[config.mk]
export PLATFORM = sky130hd
export DESIGN_NAME = chain_dma
export DESIGN_NICKNAME = d
export VERILOG_FILES = /design/src/rtl/chain_dma_pkg.sv /design/src/rtl/chain_dma_desc.sv /design/src/rtl/chain_dma_trig.sv /design/src/rtl/chain_dma_seq.sv /design/src/rtl/chain_dma.sv
export SDC_FILE = /design/constraint.sdc
export NUM_CORES = 1
export LEC_CHECK = 0
export CAP_MARGIN = 20
export CORE_ASPECT_RATIO = 0.6
export CORE_MARGIN = 2
export CORE_UTILIZATION = 40
export DETAILED_ROUTE_END_ITERATION = 7
export MAX_ROUTING_LAYER = met4
export PLACE_DENSITY = 0.56
export SLEW_MARGIN = 20
export SYNTH_ARGS = -nofsm -noshare
export SYNTH_HDL_FRONTEND = slang
export SYNTH_HIERARCHICAL = 1
export SYNTH_SLANG_ARGS = --single-unit
[constraint.sdc]
create_clock -name clk -period 3.4 [get_ports clk]
set_input_delay 0.68 -clock clk [delete_from_list [all_inputs] [get_ports clk]]
set_output_delay 0.68 -clock clk [all_outputs]
set_load 0.01 [all_outputs]
[src/rtl/chain_dma_pkg.sv]
`timescale 1ns/1ps
package chain_dma_pkg;

  // Sequencer states
  typedef enum logic [2:0] {
    ST_IDLE,
    ST_WAIT,
    ST_FETCH,
    ST_READ,
    ST_WRITE,
    ST_CLEAR,
    ST_NEXT
  } seq_state_t;

  // Descriptor word positions (fetch order matters: count and clear
  // address are loaded before the link word closes the fetch)
  localparam int unsigned NODE_WORDS = 6;
  localparam int unsigned FLD_SRC    = 0;
  localparam int unsigned FLD_DST    = 1;
  localparam int unsigned FLD_CNT    = 2;
  localparam int unsigned FLD_CLRA   = 3;
  localparam int unsigned FLD_MASK   = 4;
  localparam int unsigned FLD_LINK   = 5;

  localparam int unsigned BYTES_PER_WORD = 4;
  localparam int unsigned WORD_SHIFT     = $clog2(BYTES_PER_WORD);

endpackage

[src/rtl/chain_dma_desc.sv]
`timescale 1ns/1ps
// Descriptor register file: loaded word by word during fetch, pointer and
// count fields advance on each completed data write.
module chain_dma_desc
  import chain_dma_pkg::*;
#(
  parameter int unsigned DW = 32,
  parameter int unsigned NF = NODE_WORDS,
  parameter int unsigned IW = $clog2(NF)
) (
  input  logic                   clk,
  input  logic                   rst_n,
  input  logic                   ld_en_i,
  input  logic [IW-1:0]          ld_idx_i,
  input  logic [DW-1:0]          ld_data_i,
  input  logic                   step_i,
  output logic [NF-1:0][DW-1:0]  fld_o
);

  localparam logic [DW-1:0] STRIDE = DW'(BYTES_PER_WORD);

  for (genvar g = 0; g < NF; g++) begin : g_fld
    localparam bit IS_PTR = (g == FLD_SRC) || (g == FLD_DST);
    localparam bit IS_CNT = (g == FLD_CNT);

    logic [DW-1:0] word_q;
    logic [DW-1:0] word_n;
    logic          word_en;

    always_comb begin
      word_en = 1'b0;
      word_n  = word_q;
      if (ld_en_i && (ld_idx_i == IW'(g))) begin
        word_en = 1'b1;
        word_n  = ld_data_i;
      end else if (step_i) begin
        if (IS_PTR) begin
          word_en = 1'b1;
          word_n  = word_q + STRIDE;
        end else if (IS_CNT) begin
          word_en = 1'b1;
          word_n  = word_q - DW'(1);
        end
      end
    end

    always_ff @(posedge clk or negedge rst_n) begin
      if (!rst_n) begin
        word_q <= '0;
      end else if (word_en) begin
        word_q <= word_n;
      end
    end

    assign fld_o[g] = word_q;
  end

endmodule

[src/rtl/chain_dma_trig.sv]
`timescale 1ns/1ps
// Trigger front end: direct start while waiting, one-deep hold while busy,
// saturating overrun count for anything beyond that.
module chain_dma_trig #(
  parameter int unsigned OVW = 8
) (
  input  logic           clk,
  input  logic           rst_n,
  input  logic           trig_i,
  input  logic           armed_i,
  input  logic           waiting_i,
  input  logic           flush_i,
  input  logic           ovr_clr_i,
  output logic           go_o,
  output logic [OVW-1:0] ovr_o
);

  logic           pend_q, pend_n, pend_en;
  logic [OVW-1:0] ovr_q, ovr_n;
  logic           ovr_inc, ovr_en;

  assign go_o = waiting_i & (pend_q | trig_i);

  always_comb begin
    if (flush_i || !armed_i) begin
      pend_n = 1'b0;
    end else if (waiting_i) begin
      // held trigger is consumed; a fresh one in the same cycle is kept
      pend_n = pend_q & trig_i;
    end else begin
      pend_n = pend_q | trig_i;
    end
    pend_en = (pend_n != pend_q);

    ovr_inc = armed_i & ~waiting_i & ~flush_i & trig_i & pend_q & (ovr_q != '1);
    ovr_n   = ovr_clr_i ? '0 : ovr_q + OVW'(1);
    ovr_en  = ovr_clr_i | ovr_inc;
  end

  always_ff @(posedge clk or negedge rst_n) begin
    if (!rst_n) begin
      pend_q <= 1'b0;
    end else if (pend_en) begin
      pend_q <= pend_n;
    end
  end

  always_ff @(posedge clk or negedge rst_n) begin
    if (!rst_n) begin
      ovr_q <= '0;
    end else if (ovr_en) begin
      ovr_q <= ovr_n;
    end
  end

  assign ovr_o = ovr_q;

endmodule

[src/rtl/chain_dma_seq.sv]
`timescale 1ns/1ps
// Chain sequencer: fetch, copy, clear write, link follow, abort and done flag.
module chain_dma_seq
  import chain_dma_pkg::*;
#(
  parameter int unsigned AW = 32,
  parameter int unsigned DW = 32,
  parameter int unsigned NF = NODE_WORDS,
  parameter int unsigned IW = $clog2(NF)
) (
  input  logic                  clk,
  input  logic                  rst_n,
  input  logic                  cfg_start_i,
  input  logic                  cfg_abort_i,
  input  logic [AW-1:0]         cfg_head_i,
  input  logic                  irq_ack_i,
  input  logic                  go_i,
  input  logic                  mem_ack_i,
  input  logic [DW-1:0]         mem_rdata_i,
  input  logic [NF-1:0][DW-1:0] fld_i,
  output logic                  mem_req_o,
  output logic                  mem_we_o,
  output logic [AW-1:0]         mem_addr_o,
  output logic [DW-1:0]         mem_wdata_o,
  output logic                  ld_en_o,
  output logic [IW-1:0]         ld_idx_o,
  output logic [DW-1:0]         ld_data_o,
  output logic                  step_o,
  output logic                  armed_o,
  output logic                  waiting_o,
  output logic                  flush_o,
  output logic                  ovr_clr_o,
  output logic                  busy_o,
  output logic                  irq_o
);

  localparam logic [IW-1:0] LAST_IDX = IW'(NF - 1);

  seq_state_t    state_q, state_n;
  logic [IW-1:0] fidx_q, fidx_n;
  logic [AW-1:0] node_q, node_n;
  logic [AW-1:0] head_q;
  logic [DW-1:0] buf_q;
  logic          abort_q, abort_n;
  logic          irq_q, irq_n;

  logic          fidx_en, node_en, head_en, buf_en;
  logic          acc_done, abort_now, to_idle, irq_set;
  seq_state_t    post_fetch;

  logic [AW-1:0] src_a, dst_a, clr_a, link_a;
  logic [DW-1:0] cnt_w;

  assign src_a  = fld_i[FLD_SRC][AW-1:0];
  assign dst_a  = fld_i[FLD_DST][AW-1:0];
  assign clr_a  = fld_i[FLD_CLRA][AW-1:0];
  assign link_a = fld_i[FLD_LINK][AW-1:0];
  assign cnt_w  = fld_i[FLD_CNT];

  // Memory port
  always_comb begin
    mem_req_o   = 1'b0;
    mem_we_o    = 1'b0;
    mem_addr_o  = '0;
    mem_wdata_o = '0;
    unique case (state_q)
      ST_FETCH: begin
        mem_req_o  = 1'b1;
        mem_addr_o = node_q + (AW'(fidx_q) << WORD_SHIFT);
      end
      ST_READ: begin
        mem_req_o  = 1'b1;
        mem_addr_o = src_a;
      end
      ST_WRITE: begin
        mem_req_o   = 1'b1;
        mem_we_o    = 1'b1;
        mem_addr_o  = dst_a;
        mem_wdata_o = buf_q;
      end
      ST_CLEAR: begin
        mem_req_o   = 1'b1;
        mem_we_o    = 1'b1;
        mem_addr_o  = clr_a;
        mem_wdata_o = fld_i[FLD_MASK];
      end
      default: ;
    endcase
  end

  assign acc_done  = mem_req_o & mem_ack_i;
  assign abort_now = abort_q | cfg_abort_i;

  assign ld_en_o   = (state_q == ST_FETCH) & mem_ack_i;
  assign ld_idx_o  = fidx_q;
  assign ld_data_o = mem_rdata_i;
  assign step_o    = (state_q == ST_WRITE) & mem_ack_i;

  always_comb begin
    if (cnt_w != '0)      post_fetch = ST_READ;
    else if (clr_a != '0) post_fetch = ST_CLEAR;
    else                  post_fetch = ST_NEXT;
  end

  // Next-state logic
  always_comb begin
    state_n = state_q;
    fidx_n  = fidx_q;
    fidx_en = 1'b0;
    node_n  = node_q;
    node_en = 1'b0;
    to_idle = 1'b0;
    irq_set = 1'b0;
    head_en = 1'b0;
    buf_en  = 1'b0;

    unique case (state_q)
      ST_IDLE: begin
        if (cfg_start_i) begin
          state_n = ST_WAIT;
          head_en = 1'b1;
          node_n  = cfg_head_i;
          node_en = 1'b1;
        end
      end
      ST_WAIT: begin
        if (abort_now) begin
          to_idle = 1'b1;
        end else if (go_i) begin
          state_n = ST_FETCH;
          fidx_n  = '0;
          fidx_en = 1'b1;
        end
      end
      ST_FETCH: begin
        if (acc_done) begin
          if (abort_now) begin
            to_idle = 1'b1;
          end else if (fidx_q == LAST_IDX) begin
            fidx_n  = '0;
            fidx_en = 1'b1;
            state_n = post_fetch;
          end else begin
            fidx_n  = fidx_q + IW'(1);
            fidx_en = 1'b1;
          end
        end
      end
      ST_READ: begin
        if (acc_done) begin
          buf_en = 1'b1;
          if (abort_now) to_idle = 1'b1;
          else           state_n = ST_WRITE;
        end
      end
      ST_WRITE: begin
        if (acc_done) begin
          if (abort_now) begin
            to_idle = 1'b1;
          end else if (cnt_w == DW'(1)) begin
            state_n = (clr_a != '0) ? ST_CLEAR : ST_NEXT;
          end else begin
            state_n = ST_READ;
          end
        end
      end
      ST_CLEAR: begin
        if (acc_done) begin
          if (abort_now) to_idle = 1'b1;
          else           state_n = ST_NEXT;
        end
      end
      ST_NEXT: begin
        if (abort_now) begin
          to_idle = 1'b1;
        end else if (link_a == '0) begin
          irq_set = 1'b1;
          node_n  = head_q;
          node_en = 1'b1;
          state_n = ST_WAIT;
        end else begin
          node_n  = link_a;
          node_en = 1'b1;
          fidx_n  = '0;
          fidx_en = 1'b1;
          state_n = ST_FETCH;
        end
      end
      default: state_n = ST_IDLE;
    endcase

    if (to_idle) state_n = ST_IDLE;

    if (to_idle || (state_q == ST_IDLE)) abort_n = 1'b0;
    else                                 abort_n = abort_q | cfg_abort_i;

    irq_n = irq_set | (irq_q & ~irq_ack_i);
  end

  // Registers
  always_ff @(posedge clk or negedge rst_n) begin
    if (!rst_n) begin
      state_q <= ST_IDLE;
      abort_q <= 1'b0;
      irq_q   <= 1'b0;
    end else begin
      state_q <= state_n;
      abort_q <= abort_n;
      irq_q   <= irq_n;
    end
  end

  always_ff @(posedge clk or negedge rst_n) begin
    if (!rst_n) begin
      fidx_q <= '0;
    end else if (fidx_en) begin
      fidx_q <= fidx_n;
    end
  end

  always_ff @(posedge clk or negedge rst_n) begin
    if (!rst_n) begin
      node_q <= '0;
    end else if (node_en) begin
      node_q <= node_n;
    end
  end

  always_ff @(posedge clk or negedge rst_n) begin
    if (!rst_n) begin
      head_q <= '0;
    end else if (head_en) begin
      head_q <= cfg_head_i;
    end
  end

  always_ff @(posedge clk or negedge rst_n) begin
    if (!rst_n) begin
      buf_q <= '0;
    end else if (buf_en) begin
      buf_q <= mem_rdata_i;
    end
  end

  assign armed_o   = (state_q != ST_IDLE);
  assign waiting_o = (state_q == ST_WAIT);
  assign busy_o    = (state_q != ST_IDLE) && (state_q != ST_WAIT);
  assign flush_o   = to_idle;
  assign ovr_clr_o = (state_q == ST_IDLE) & cfg_start_i;
  assign irq_o     = irq_q;

endmodule

[src/rtl/chain_dma.sv]
`timescale 1ns/1ps
module chain_dma
  import chain_dma_pkg::*;
#(
  parameter int unsigned AW  = 32,
  parameter int unsigned DW  = 32,
  parameter int unsigned OVW = 8
) (
  input  logic           clk,
  input  logic           rst_n,
  input  logic           cfg_start,
  input  logic           cfg_abort,
  input  logic [AW-1:0]  cfg_head,
  input  logic           irq_ack,
  input  logic           trig_in,
  output logic           mem_req,
  output logic           mem_we,
  output logic [AW-1:0]  mem_addr,
  output logic [DW-1:0]  mem_wdata,
  input  logic           mem_ack,
  input  logic [DW-1:0]  mem_rdata,
  output logic           irq_done,
  output logic           busy,
  output logic [OVW-1:0] ovr_count
);

  localparam int unsigned NF = NODE_WORDS;
  localparam int unsigned IW = $clog2(NF);

  logic [NF-1:0][DW-1:0] fld;
  logic                  ld_en;
  logic [IW-1:0]         ld_idx;
  logic [DW-1:0]         ld_data;
  logic                  step;
  logic                  go, armed, waiting, flush, ovr_clr;

  chain_dma_trig #(.OVW(OVW)) u_trig (
    .clk       (clk),
    .rst_n     (rst_n),
    .trig_i    (trig_in),
    .armed_i   (armed),
    .waiting_i (waiting),
    .flush_i   (flush),
    .ovr_clr_i (ovr_clr),
    .go_o      (go),
    .ovr_o     (ovr_count)
  );

  chain_dma_desc #(.DW(DW), .NF(NF), .IW(IW)) u_desc (
    .clk       (clk),
    .rst_n     (rst_n),
    .ld_en_i   (ld_en),
    .ld_idx_i  (ld_idx),
    .ld_data_i (ld_data),
    .step_i    (step),
    .fld_o     (fld)
  );

  chain_dma_seq #(.AW(AW), .DW(DW), .NF(NF), .IW(IW)) u_seq (
    .clk         (clk),
    .rst_n       (rst_n),
    .cfg_start_i (cfg_start),
    .cfg_abort_i (cfg_abort),
    .cfg_head_i  (cfg_head),
    .irq_ack_i   (irq_ack),
    .go_i        (go),
    .mem_ack_i   (mem_ack),
    .mem_rdata_i (mem_rdata),
    .fld_i       (fld),
    .mem_req_o   (mem_req),
    .mem_we_o    (mem_we),
    .mem_addr_o  (mem_addr),
    .mem_wdata_o (mem_wdata),
    .ld_en_o     (ld_en),
    .ld_idx_o    (ld_idx),
    .ld_data_o   (ld_data),
    .step_o      (step),
    .armed_o     (armed),
    .waiting_o   (waiting),
    .flush_o     (flush),
    .ovr_clr_o   (ovr_clr),
    .busy_o      (busy),
    .irq_o       (irq_done)
  );

endmodule

# Word-level counts from Yosys, hierarchy flattened

Cells that the tools add are included.
W data, S select, Z words.

Register bits after elaboration: 305
Bits of input ports: 71
Output and inout port bits: 76
Word-level logic and storage cells: 178

$add $sub $neg: 6
Reduce and logical (&&, ||, !) cells: 33
Mux-type cells: 70
Equality and inequality tests: 35
Bitwise gates (word level): 19

Operators with widths:

| operator                | count |
|---|---|
| $mux W32                | 9 |
| $pmux W32 S2            | 2 |
| $pmux W32 S4            | 1 |
| $mux W3                 | 23 |
| $add A32 B3 Y32 const B | 2 |
| $reduce_bool A32 Y1     | 2 |
| $add A32 B5 Y32         | 1 |
| $eq A32 B1 Y1 const B   | 1 |
| $logic_not A32 Y1       | 1 |
| $sub A32 B1 Y32 const B | 1 |
| $mux W1                 | 27 |
| $ne A3 B3 Y1 const B    | 9 |
| $pmux W3 S7             | 1 |
| $eq A3 B3 Y1 const B    | 5 |
| $reduce_and A13 Y1      | 1 |
| $and A1 B1 Y1           | 12 |
| $eq A3 B2 Y1 const B    | 4 |
| $ne A2 B2 Y1 const B    | 6 |
| $ne A3 B2 Y1 const B    | 4 |
| $reduce_and A2 Y1       | 6 |
| $pmux W3 S3             | 1 |
| $add A8 B1 Y8 const B   | 1 |
| $mux W8                 | 1 |
| $ne A8 B8 Y1 const B    | 1 |
| 20 further kinds        | 41 |

# Longest topological paths before layout

Depth in word-level cells: 12
Mapped depth: 12
Mapped depth without buffers: 9

# By module

The synthesis kept the hierarchy.

Modules (own cells, without submodules):

| module         | seq. area each (um^2) | area an instance (um^2) | instances | cells an instance |
|---|---|---|---|---|
| chain_dma_desc | 4,804.6               | 8,921.1                 | 1         | 772 |
| chain_dma_seq  | 2,602.5               | 6,877.8                 | 1         | 716 |
| chain_dma_trig | 225.2                 | 585.6                   | 1         | 57 |

# Least setup slack after synthesis

No wires, ideal clock.

Path type: flip-flop to output port
Start: reg u_seq.fidx_q[1] (netlist: u_seq/ld_idx_o[1])
End: out mem_addr[24]
Path buffers: 1
Required time: 2,720 ps
Arrival: 2,239 ps
Slack: 481 ps
Stages on the path, launching flop included: 10
Path through: dfrtp_1 > inv_1 > fa_1 > and2b_2 > o21bai_1 > or3_1 > buf_6 > nor2_1 > xnor2_1 > o21ai_0

Cells in the longest elaborated chain, start to end: 2

RTL lines:

| element                | line                 | RTL |
|---|---|---|
| from (decl)            | chain_dma_seq.sv:40  | `logic [IW-1:0] fidx_q, fidx_n;` |
| from (signal assigned) | chain_dma_seq.sv:217 | `fidx_q <= fidx_n;` |
| $add A32 B5 Y32        | chain_dma_seq.sv:69  | `mem_addr_o = node_q + (AW'(fidx_q) << WORD_SHIFT);` |
| $pmux W32 S4           | chain_dma_seq.sv:66  | `unique case (state_q)` |
| to (decl)              | chain_dma.sv:18      | `output logic [AW-1:0] mem_addr,` |

Every way passes these cells.

# Worst setup path after layout

Start: reg u_seq.fidx_q[0] (netlist: u_seq/ld_idx_o[0])
End: out mem_addr[26]

Same word-level chain as after synthesis.

==> results.cfg <==
[clock_tree]
clk_path_buf_depth = 3
cts_buffers = 31
clockRootBuffer = clkbuf_16
cts_num_sinks = 305
htree_levels = 1
cts_tree = yes
clock_latency_ps = 580
clk_pin_slew_worst_paths_ps = 60

[power_and_ir_drop]
peakVddDrop_mv = 0.4144
p_per_area_nw_per_um2 = 750.3
p_leak_nw = 8.213
total_power_mw = 14.86

[floorplanning]
start_util_pct = 40.52
io_pins = 147
design.core.area_um2 = 40440
die_area_um2 = 42650
die_w_um = 265.3
die_y_um = 160.8
rows = 57

[logic_synthesis]
ys_types = 85
yosysTopAreaCellShare_pct = 46.58
synth_top_family_by_area = simple AND/OR/NAND/NOR gates
synth_seq_area_share_pct = 46.58
synth-seq-cells = 305
synth-adder-area-share_pct = 0.7178
yosys.area_share.simple_pct = 15.97
synth_top_area_cell = dfrtp_1
syn_area_um2 = 16380
synth_flop_cell = dfrtp_1
synthMuxAreaShare_pct = 12.49
syn_inst = 1545
synth_nets = 1624
synth_compound_area_share_pct = 13.62
syn_avg_cell_area_um2 = 10.60
synth-xor-area-share_pct = 6.040
synth_area_leaders = dfrtp_1, mux2_2, nand2_1
yosysWarnings = 6
async_reset_ff_share_pct = 100.0
synth_edf_count = 0

[placement]
gp_congestion = 0.9300
dp_cells = 2162
pre_cts_slack_ps = -253.2
placed_area_um2 = 18520
port_buffers = 146
dp_hpwl_um = 34590

[critical_path]
cp_cell_sequence = ha_2, inv_2, fa_2, and2b_2, o21bai_4, or3_4, buf_12, nor3_4, xnor2_1, o21ai_1, buf_2
crit_type = flop to output pin
r2r-end = u_desc/g_fld[1].word_q[13]
rr_startpoint = u_seq/state_q[2]
reg2reg_depth = 9
crit_arrival_ps = 2960
critical_path.top_delay_family = simple AND/OR/NAND/NOR gates
critPathRequiredTime_ps = 2720
start_kind = flop
regToRegSetupSlack_ps = 440
cp_max_fo = 6
worst-path-stages = 11
cp-end-kind = output pin
crit_path_max_incr_delay_ps = 390
worst-path-buf-inv = 3
slowest_stage = or3_4

[outcome]
violations = setup timing
outcome = finished with violations

[timing]
final.setup.worst_slack_ps = -239.8
finalCritPeriodShare_pct = 107.1
tightest_slew_ps = 785.5
clock_skew_ps = 12.95
relSlewSlack_pct = 47.15
fmax_mhz = 274.7
period_minus_slack_ps = 3640
slew_violations = 0
worst_hold_slack_ps = 83.40
rsz0062_at_grt = true
tns_ps = -1419
hold_violations = 0
setup_viol = 8

[global_routing]
antenna_found_initial = 0
track_usage_pct = 23.28
grt_max_degree = 73
grt_pass1_vias = 12260
grt_pass1_wl_um = 75150
grt_overflow_total = 0

[detailed_routing]
viasPerCell = 5.619
avgRoutedWirePerCell_um = 21.79
drc = 0
dr.pass1.iters = 6
drtAntennaViolNets = 0
wirelength_um = 48570
drt_iter0_drc = 1006
vias = 12520

[layout]
final_util_pct = 48.98
nNetsFinal = 1755
diodes = 0
final_common_cell = dfrtp_1
finish.instance_area_um2 = 19810
areaGrowthSynthToFinish_pct = 20.89
multiInputGateArea_um2 = 8174
instances_no_fill = 2229
layout-drive-gt1-share_pct = 23.50
seq_area_um2 = 7636
layout_common_cells = dfrtp_1, nand2_1, mux2_2
fill_cells = 3643

[hold_path]
hold_path_class = primary input to asynchronous set/reset pin

[run]
max_cap_violations = 0
## cells by family (layout without fill, tap and decap cells)
group / after synthesis / in the layout
AOI/OAI and AO/OA: 324 / 324
DFF: 305 / 305
buffers and inverters: 144 / 297
muxes: 183 / 183
adders and majority gates: 9 / 9
xor gates and xnor gates: 113 / 113
and+or+nand+nor: 467 / 467
## what timing repair did
item	CTS	global route
buffers inserted	5	7
pin swaps	10	7
hold buffers	0	0
gates resized for setup	108	28
cloned	0	1
endpoints found under the setup margin	28	54
## layer usage
metal	track usage [%]	part of all wire (%)	vias up
li1	-	-	5867
met1	34.86	50	6302
met2	33.54	44	295
met3	3.251	4.6	60
met4	4.622	2.0	0
met5	-	0	-
## Yosys cell counts, drive strengths merged, types with 3 or more instances
| cell type | instances |
|---|---|
| nor2b | 10 |
| nand2 | 169 |
| or2 | 4 |
| a22o | 62 |
| a21oi | 12 |
| dfrtp | 305 |
| and3 | 19 |
| a311oi | 3 |
| o22ai | 6 |
| a21o | 3 |
| nand4b | 5 |
| nor2 | 72 |
| mux2 | 171 |
| nand2b | 7 |
| nand3 | 30 |
| nand3b | 3 |
| xnor2 | 63 |
| nor4b | 3 |
| and2 | 10 |
| inv | 20 |
| o21ai | 122 |
| and4 | 10 |
| nor3 | 29 |
| buf | 67 |
| clkbuf | 56 |
| nor3b | 7 |
| a211oi | 36 |
| o31ai | 32 |
| a221o | 5 |
| or3 | 7 |
| nor4 | 41 |
| xor2 | 50 |
| a22oi | 26 |
| a31oi | 4 |
| nand4 | 35 |
| and4b | 3 |
| mux2i | 12 |
| ha | 7 |
## worst max-delay path by stage
stage / start / to / slack [ps]
after global routing: u_seq/ld_idx_o[0] / mem_addr[30] / -360
after detailed placement: u_seq/node_q[2] / mem_addr[24] / -250
after global placement: u_seq/ld_idx_o[1] / mem_addr[17] / -220
after CTS: u_seq/ld_idx_o[0] / mem_addr[30] / -310
after floorplan: u_seq/ld_idx_o[1] / mem_addr[24] / 480
final: u_seq/ld_idx_o[0] / mem_addr[26] / -240
## sequential cells by signal, summed over array words and instances, names as in the netlist
name and cells:
u_seq/buf_q 32, u_seq/irq_o 1, u_seq/ld_idx_o 3, u_desc/g_fld.word_q 192, u_trig/pend_q 1, u_seq/state_q 3, u_trig/ovr_o 8, u_seq/abort_q 1
u_seq/node_q 32, u_seq/head_q 32
## worst reg2reg max path, cell delays in order (launching register included)
cell and delay (ps):
dfrtp_1 390, buf_4 260, nor3b_4 240, buf_4 150, and2_1 350, nand3_1 420
nor3_1 610, nand2_1 140, xor2_1 170, o21ai_0 160
## cell type report
| class | instances | share of cell area [%] |
|---|---|---|
| Clock inverter | 15 | 1.055 |
| Sequential cell | 305 | 38.55 |
| Tap cell | 531 | 3.354 |
| Clock buffer | 40 | 4.441 |
| Inverter | 20 | 0.3790 |
| Multi-Input combinational cell | 1096 | 41.27 |
| Timing Repair Buffer | 222 | 10.95 |
## power breakdown
part,leakage [nW],internal [mW],switching (mW)
Clock,0.537,2.19,1.51
Sequential,3.96,4.93,1.36
Combinational,3.72,2.26,2.61
Total,8.21,9.38,5.48
(Power assumes the default switching activity.)
